**src/rtl/iexec_pkg.sv**
```systemverilog
package iexec_pkg;
  localparam logic [5:0] OPC_RTYPE = 6'h00;
  localparam logic [5:0] OPC_ADDI  = 6'h08;
  localparam logic [5:0] OPC_SLTI  = 6'h0A;
  localparam logic [5:0] OPC_SLTIU = 6'h0B;
  localparam logic [5:0] OPC_ANDI  = 6'h0C;
  localparam logic [5:0] OPC_ORI   = 6'h0D;
  localparam logic [5:0] OPC_LUI   = 6'h0F;

  localparam logic [5:0] FN_SLL  = 6'h00;
  localparam logic [5:0] FN_SRL  = 6'h02;
  localparam logic [5:0] FN_ADD  = 6'h20;
  localparam logic [5:0] FN_SUB  = 6'h22;
  localparam logic [5:0] FN_AND  = 6'h24;
  localparam logic [5:0] FN_OR   = 6'h25;
  localparam logic [5:0] FN_NOR  = 6'h27;
  localparam logic [5:0] FN_SLT  = 6'h2A;
  localparam logic [5:0] FN_SLTU = 6'h2B;

  typedef enum logic [3:0] {
    OP_NONE, OP_ADD, OP_SUB, OP_AND, OP_OR, OP_NOR,
    OP_SLL, OP_SRL, OP_SLT, OP_SLTU, OP_LUI
  } alu_op_e;

  typedef enum logic [1:0] {
    SRC_REG, SRC_SEXT, SRC_ZEXT
  } src_sel_e;
endpackage

```
**src/rtl/iexec_decode.sv**
```systemverilog
module iexec_decode
  import iexec_pkg::*;
(
  input  logic [5:0] opcode,
  input  logic [5:0] funct,
  output alu_op_e    op,
  output src_sel_e   src_sel,
  output logic       op_known
);
  always_comb begin
    op      = OP_NONE;
    src_sel = SRC_REG;
    if (opcode == OPC_RTYPE) begin
      case (funct)
        FN_ADD:  op = OP_ADD;
        FN_SUB:  op = OP_SUB;
        FN_AND:  op = OP_AND;
        FN_OR:   op = OP_OR;
        FN_NOR:  op = OP_NOR;
        FN_SLL:  op = OP_SLL;
        FN_SRL:  op = OP_SRL;
        FN_SLT:  op = OP_SLT;
        FN_SLTU: op = OP_SLTU;
        default: op = OP_NONE;
      endcase
    end else begin
      case (opcode)
        OPC_ADDI:  begin op = OP_ADD;  src_sel = SRC_SEXT; end
        OPC_SLTI:  begin op = OP_SLT;  src_sel = SRC_SEXT; end
        OPC_SLTIU: begin op = OP_SLTU; src_sel = SRC_SEXT; end
        OPC_ANDI:  begin op = OP_AND;  src_sel = SRC_ZEXT; end
        OPC_ORI:   begin op = OP_OR;   src_sel = SRC_ZEXT; end
        OPC_LUI:   begin op = OP_LUI;  src_sel = SRC_ZEXT; end
        default:   begin op = OP_NONE; src_sel = SRC_REG;  end
      endcase
    end
    op_known = (op != OP_NONE);
  end
endmodule

```
**src/rtl/iexec_opnd.sv**
```systemverilog
module iexec_opnd
  import iexec_pkg::*;
#(
  parameter int DATA_W = 32,
  parameter int IMM_W  = 16
) (
  input  logic [DATA_W-1:0] rt_val,
  input  logic [IMM_W-1:0]  imm,
  input  src_sel_e          src_sel,
  output logic [DATA_W-1:0] opb
);
  localparam int EXT_W = DATA_W - IMM_W;

  function automatic logic [DATA_W-1:0] f_sext(input logic [IMM_W-1:0] v);
    return {{EXT_W{v[IMM_W-1]}}, v};
  endfunction

  function automatic logic [DATA_W-1:0] f_zext(input logic [IMM_W-1:0] v);
    return {{EXT_W{1'b0}}, v};
  endfunction

  always_comb begin
    case (src_sel)
      SRC_SEXT: opb = f_sext(imm);
      SRC_ZEXT: opb = f_zext(imm);
      default:  opb = rt_val;
    endcase
  end
endmodule

```
**src/rtl/iexec_core.sv**
```systemverilog
module iexec_core
  import iexec_pkg::*;
#(
  parameter int DATA_W = 32,
  parameter int IMM_W  = 16,
  parameter int SH_W   = 5
) (
  input  alu_op_e           op,
  input  logic [DATA_W-1:0] opa,
  input  logic [DATA_W-1:0] opb,
  input  logic [SH_W-1:0]   shamt,
  output logic [DATA_W-1:0] result
);
  localparam int UP_SH = DATA_W - IMM_W;

  function automatic logic f_less(input logic [DATA_W-1:0] a,
                                  input logic [DATA_W-1:0] b,
                                  input logic              signed_mode);
    logic ult;
    ult = (a < b);
    if (signed_mode && (a[DATA_W-1] != b[DATA_W-1]))
      return a[DATA_W-1];
    return ult;
  endfunction

  logic is_compare;
  logic [DATA_W-1:0] keep_mask;

  always_comb begin
    case (op)
      OP_ADD:  result = opa + opb;
      OP_SUB:  result = opa - opb;
      OP_AND:  result = opa & opb;
      OP_OR:   result = opa | opb;
      OP_NOR:  result = ~(opa | opb);
      OP_SLL:  result = opb << shamt;
      OP_SRL:  result = opb >> shamt;
      OP_SLT:  result = {{(DATA_W-1){1'b0}}, f_less(opa, opb, 1'b1)};
      OP_SLTU: result = {{(DATA_W-1){1'b0}}, f_less(opa, opb, 1'b0)};
      OP_LUI:  result = opb << UP_SH;
      default: result = '0;
    endcase
  end

  assign is_compare = (op == OP_SLT) || (op == OP_SLTU);
  assign keep_mask  = {DATA_W{1'b1}} << shamt;

  always_comb begin
    if (is_compare)
      a_r6_bool_result: assert (result[DATA_W-1:1] == '0);
    if (op == OP_SLL)
      a_r5_sll_low_clear: assert ((result & ~keep_mask) == '0);
    if (op == OP_SRL)
      a_r5_srl_high_clear: assert ((result & ~(keep_mask >> shamt) & ~({DATA_W{1'b1}} >> shamt)) == '0);
    if (op == OP_LUI)
      a_r4_upper_low_clear: assert (result[UP_SH-1:0] == '0);
  end
endmodule

```
**src/rtl/iexec_alu.sv**
```systemverilog
module iexec_alu
  import iexec_pkg::*;
#(
  parameter int DATA_W = 32,
  parameter int IMM_W  = 16,
  parameter int SH_W   = 5
) (
  input  logic [5:0]        opcode,
  input  logic [5:0]        funct,
  input  logic [DATA_W-1:0] rs_val,
  input  logic [DATA_W-1:0] rt_val,
  input  logic [IMM_W-1:0]  imm16,
  input  logic [SH_W-1:0]   shamt,
  output logic [DATA_W-1:0] result,
  output logic              zero
);
  alu_op_e           dec_op;
  src_sel_e          dec_src;
  logic              dec_known;
  logic [DATA_W-1:0] opnd_b;

  iexec_decode u_decode (
    .opcode   (opcode),
    .funct    (funct),
    .op       (dec_op),
    .src_sel  (dec_src),
    .op_known (dec_known)
  );

  iexec_opnd #(.DATA_W(DATA_W), .IMM_W(IMM_W)) u_opnd (
    .rt_val  (rt_val),
    .imm     (imm16),
    .src_sel (dec_src),
    .opb     (opnd_b)
  );

  iexec_core #(.DATA_W(DATA_W), .IMM_W(IMM_W), .SH_W(SH_W)) u_core (
    .op     (dec_op),
    .opa    (rs_val),
    .opb    (opnd_b),
    .shamt  (shamt),
    .result (result)
  );

  assign zero = ~|result;

  always_comb begin
    if (!dec_known)
      a_r10_unknown_gives_zero: assert (result == '0 && zero);
    if (opcode == OPC_ANDI)
      a_r3_andi_upper_clear: assert (result[DATA_W-1:IMM_W] == '0);
    if (opcode == OPC_ORI)
      a_r3_ori_upper_pass: assert (result[DATA_W-1:IMM_W] == rs_val[DATA_W-1:IMM_W]);
    if (opcode == OPC_LUI)
      a_r4_upper_holds_imm: assert (result[DATA_W-1:DATA_W-IMM_W] == imm16);
  end
endmodule

```
**config.mk**
```make
export PLATFORM = sky130hd
export DESIGN_NAME = iexec_alu
export DESIGN_NICKNAME = d
export VERILOG_FILES = /design/src/rtl/iexec_pkg.sv /design/src/rtl/iexec_decode.sv /design/src/rtl/iexec_opnd.sv /design/src/rtl/iexec_core.sv /design/src/rtl/iexec_alu.sv
export SDC_FILE = /design/constraint.sdc
export NUM_CORES = 1
export LEC_CHECK = 0
export ABC_CLOCK_PERIOD_IN_PS = 6700
export BUFFER_PORTS_ARGS = -buffer_cell sky130_fd_sc_hd__buf_2
export CORE_ASPECT_RATIO = 1.4
export CORE_MARGIN = 5
export CORE_UTILIZATION = 40
export DETAILED_ROUTE_END_ITERATION = 7
export SLEW_MARGIN = 0
export SYNTH_ARGS = -nofsm -noshare
export SYNTH_HDL_FRONTEND = slang
export SYNTH_SLANG_ARGS = --single-unit
```
**constraint.sdc**
```tcl
create_clock -name vclk -period 6.7
set_input_delay 0 -clock vclk [all_inputs]
set_output_delay 0 -clock vclk [all_outputs]
set_load 0.02 [all_outputs]
```
After elaboration in Yosys (flattened, before gate mapping)
Cells that the tools add are included.
- register bits after elaboration: 0
- bits of input ports: 97
- output and inout port bits: 33
- logic and storage cells: 52
- add/sub/neg operators: 2
- order comparisons: 1
- equal/unequal tests: 27
- shifts and indexed selects: 2
- multiplexer cells: 11
- bitwise gates (word level): 3
- reduce and logical (&&, ||, !) cells: 6
- operators with widths (kind ; count):
    32-bit one-hot mux with 10 select lines ; 1
    32-bit one-hot mux with 2 select lines ; 1
    6-bit equality test (second input constant) ; 7
    6-bit by 4-bit equality test with 1-bit output (second input constant) ; 6
    4-bit one-hot mux with 9 select lines ; 1
    32-bit adder ; 1
    32-bit AND ; 1
    32-bit < comparator ; 1
    32-bit inverter ; 1
    32-bit OR ; 1
    32-bit OR reduction ; 1
    32-bit by 5-bit << shifter with 32-bit output ; 1
    32-bit by 5-bit >> shifter with 32-bit output ; 1
    32-bit subtractor ; 1
    4-bit one-hot mux with 6 select lines ; 1
    4-bit by 3-bit equality test with 1-bit output (second input constant) ; 4
    4-bit equality test (second input constant) ; 3
    6-bit zero test ; 2
    4-bit by 2-bit equality test with 1-bit output (second input constant) ; 2
    6-bit by 2-bit equality test with 1-bit output (second input constant) ; 1
    3-bit OR reduction ; 2
    4-bit by 1-bit equality test with 1-bit output (second input constant) ; 1
    1-bit two-way mux ; 4
    4-bit two-way mux ; 1
    other kinds (6) ; 6

Longest topological paths before layout
- word-level depth: 13
- depth in mapped cells: 26
- gate-level depth less buffers: 23

By module
Synthesis repeated with hierarchy kept, for this count alone.
- cells, all modules: 1378
- area, all modules: 9352.7 sq um
- modules (own cells, without submodules) (module ; times used ; cells an instance ; area each (sq um)):
    iexec_core ; 1 ; 1240 ; 8543.2
    iexec_opnd ; 1 ; 93 ; 490.5
    iexec_decode ; 1 ; 34 ; 246.5
    iexec_alu ; 1 ; 11 ; 72.6

Worst setup path after synthesis
Ideal clock, no wire load.
- path type: input port to output port
- start point: input opcode[1]
- end point: output zero
- data arrival time: 5881 ps
- data required time: 6700 ps
- setup slack: 819 ps
- stages: 25
- path through: clkbuf_1 -> inv_1 -> o21ai_0 -> ha_1 -> clkbuf_1 -> clkbuf_1 -> a21o_1 -> clkbuf_1 -> buf_1 -> buf_1 -> o21a_1 -> inv_1 -> ha_1 -> clkbuf_1 -> inv_1 -> a311oi_1 -> o41ai_1 -> a221o_1 -> a31oi_1 -> o221ai_1 -> a2111o_1 -> or4bb_1 -> nor4b_2 -> nand4_1 -> nor4_2
- elaborated cells on any way between the ends: 41
- classes of those cells: 2 x add/sub; 1 x order compare; 19 x eq/ne; 2 x shift; 9 x mux; 3 x bitwise; 5 x reduce/logical
- RTL lines (item ; line ; source):
    from (decl) ; iexec_alu.sv:8 ; input logic [5:0] opcode,
    branches (longest 8 deep; another with 32-bit subtractor) ; -- ;
    32-bit one-hot mux with 10 select lines (*) ; iexec_core.sv:30 ; case (op)
    named net result[24] ; iexec_alu.sv:14 ; output logic [DATA_W-1:0] result,
    32-bit OR reduction (*) ; iexec_alu.sv:45 ; assign zero = ~|result;
    1-bit zero test (*) ; iexec_alu.sv:45 ;
    to (decl) ; iexec_alu.sv:15 ; output logic zero
Mark *: on every way through the listed nets, which the timed path passes. The select of a mux whose other input is x is not followed.

Worst setup path after layout
- start point: input opcode[3]
- end point: output zero
- longest elaborated chain between the ends: 13
- elaborated cells on any way between the ends: 41
- classes of those cells: 2 x add/sub; 1 x order compare; 19 x eq/ne; 2 x shift; 9 x mux; 3 x bitwise; 5 x reduce/logical
- ends and longest elaborated chain (item ; line):
    branches (longest 10 deep; another with 32-bit < comparator) ; --
    32-bit one-hot mux with 10 select lines (*) ; iexec_core.sv:30
    32-bit OR reduction (*) ; iexec_alu.sv:45
    1-bit zero test (*) ; iexec_alu.sv:45
Every way passes the cells marked *. The select of a mux whose other input is x is not followed.

==> results.json <==
{
  "drv_cap": 0,
  "drtIter0Drc": 1828,
  "critPathSlowestCell": "o311ai_1",
  "hold_class": "input port to output port",
  "fin_ws_ns": 0.315,
  "min_period_ns": 6.38,
  "io_buffers": 130,
  "most-common-layout-cells": "nor2_1, nand2_1, buf_2",
  "cts_hold_buf": 0,
  "wl_per_cell_um": 29.1,
  "hold_violations": 0,
  "netlist_area_um2": 9930,
  "worstSetupPathType": "input port to output port",
  "die_area_um2": 28100,
  "start_util": 0.404,
  "fmax_mhz": 157,
  "hold_slack_ns": 0.710,
  "power_density_nw_per_um2": 98.6,
  "utilization": 0.449,
  "worst_pin_slew_ns": 1.14,
  "ir_drop_mv": 0.0638,
  "dp_hpwl_um": 45600,
  "ios": 130,
  "drv_slew": 0,
  "clkbuf_count": 0,
  "gp_congestion": 1.12,
  "ys_seq_area_frac": 0,
  "drtAntennaViolNets": 0,
  "area_growth_syn_to_layout_pct": 11.3,
  "endpoint_kind": "output port",
  "die_h_um": 196,
  "antenna_cells": 0,
  "period_share": 0.953,
  "nFlopsAndLatches": 0,
  "vias_per_cell": 7.08,
  "syn_inst": 1531,
  "wl_um": 55900,
  "core_um2": 24600,
  "relSlewSlack": 0.234,
  "slowest_delay_ns": 0.60,
  "grt_pass1_wl_um": 81300,
  "grt_usage": 0.376,
  "tns_ns": 0,
  "chipWidth_um": 143,
  "avgSynthCellArea_um2": 6.49,
  "status": "completed",
  "yosys_warnings": 0,
  "p_leak_uw": 0.00476,
  "vias": 13600,
  "setup_viol": 0,
  "grt_setup_unrepaired": "no",
  "worst_path_most_repeated_cell": "inv_1",
  "grt_pass1_vias": 12800,
  "worstPathCellList": "buf_2 > nor4bb_1 > o21ai_0 > ha_4 > inv_1 > mux2i_1 > inv_1 > ha_1 > inv_1 > fa_1 > nor2b_1 > o311a_1 > o311ai_1 > a21oi_1 > nor3_1 > o221a_2 > o211ai_1 > nor4_1 > or4bb_1 > nor4b_2 > nand4_1 > nor4_2 > buf_2",
  "cp_max_fo": 22,
  "row_count": 68,
  "drive_gt1_frac": 0.155,
  "pre_cts_ws_ns": 0.409,
  "worstPathArrival_ns": 6.38,
  "drt-pass1-iter-count": 6,
  "regArea_um2": 0,
  "hold_end": "result[0]",
  "syn_nets": 1729,
  "startpoint_type": "input port",
  "route.detailed.drc": 0,
  "final_nets": 1810,
  "antenna_found_initial": 0,
  "nFillCells": 2720,
  "overflow": 0,
  "crit_required_ns": 6.70,
  "grt_max_degree": 51,
  "holdCritStartpoint": "rs_val[31]",
  "final_common_cell": "nor2_1",
  "synth.distinct_cells": 89,
  "holdPathStages": 5
}
-- power by group --
group,internal [µW],total [µW],switching [µW]
Clock,0,0,0
Combinational,365,1090,724
Sequential,0,0,0
-- cell type report --
class | count | area [µm²] | share of cell area
timing repair buffer | 192 | 1130 | 0.102
tap | 315 | 394 | 0.0357
multi-input combinational | 1314 | 9130 | 0.827
inverter | 104 | 390 | 0.0353
-- cell usage after synthesis, types with 7 or more instances --
cell       instances  area (µm²)
nor2_1           147         552
nand2_1          144         541
a21oi_1          101         505
inv_1            100         375
ha_1              99        1240
o21ai_0           94         470
clkbuf_1          76         285
nand3_1           55         275
o211ai_1          42         315
nor3_1            41         205
mux2i_1           33         330
o21a_1            33         248
o22ai_1           32         200
xnor2_1           29         254
nand2b_1          28         175
a22oi_1           27         203
a31oi_1           23         144
nand4_1           23         144
nor4_1            23         144
mux4_2            19         428
a211oi_1          18         135
a21o_1            18         135
buf_1             18        67.6
a221o_1           17         170
o221ai_1          17         149
buf_2             16        80.1
a221oi_1          12         105
a32oi_1           12         105
and3_1            12        75.1
nor2b_1           12        75.1
or3_1             12        75.1
o2111ai_1         10        87.6
o211a_1           10         100
o21ai_1           10        50.1
o31ai_1            9        67.6
a21boi_0           8        60.1
o21bai_1           8        60.1
o311ai_0           8        70.1
a211o_1            7        61.3
and2_1             7        43.8
-- worst max path at each step --
stage | start | endpoint | slack, ns | cells after the start
CTS | opcode[3] | zero | 0.39 | 22
global route | opcode[3] | zero | 0.06 | 23
finish | opcode[3] | zero | 0.32 | 23
floorplan | opcode[1] | zero | 0.82 | 25
global placement | opcode[3] | zero | 0.56 | 21
detailed placement | opcode[3] | zero | 0.41 | 22
-- per-layer routing --
| layer | GRT usage | vias to the layer above | wire length [µm] |
|---|---|---|---|
| li1 | - | 5992 | - |
| met1 | 0.444 | 6516 | 20200 |
| met2 | 0.623 | 884 | 26000 |
| met3 | 0.0456 | 239 | 4500 |
| met4 | 0.271 | 0 | 5190 |
| met5 | 0 | - | 0 |
-- critical path, delay by kind of cell --
family	cells	cell delay, ns
muxes	1	0.23
adders and majority gates	3	1.07
buffers and inverters	5	0.72
and+or+nand+nor	8	2.47
AOI/OAI and AO/OA	6	1.87
-- timing repair --
action,in CTS,in global routing
setup buffers,0,0
endpoints found under the setup margin,0,1
resized for setup,0,4
-- stage by stage --
step | cells | cell area, µm² | total power, µW
6_report | 1925 | 11000 | 1090
3_5_place_dp | 1925 | 11000 | 1050
2_1_floorplan | 1531 | 9930 | 669
5_1_grt | 1925 | 11000 | 1150
3_3_place_gp | 1925 | 11000 | 1050
4_1_cts | 1925 | 11000 | 1050
-- logic make-up after synthesis --
| group | count (synthesis) | share of synthesized area |
|---|---|---|
| AO/OA/AOI/OAI | 584 | 0.412 |
| AND/OR/NAND/NOR | 540 | 0.263 |
| multiplexers | 56 | 0.0809 |
| XOR/XNOR | 33 | 0.0291 |
| adder cells (fa/ha/maj) | 101 | 0.129 |
| buffers and inverters | 217 | 0.0859 |
(Power assumes the default switching activity.)
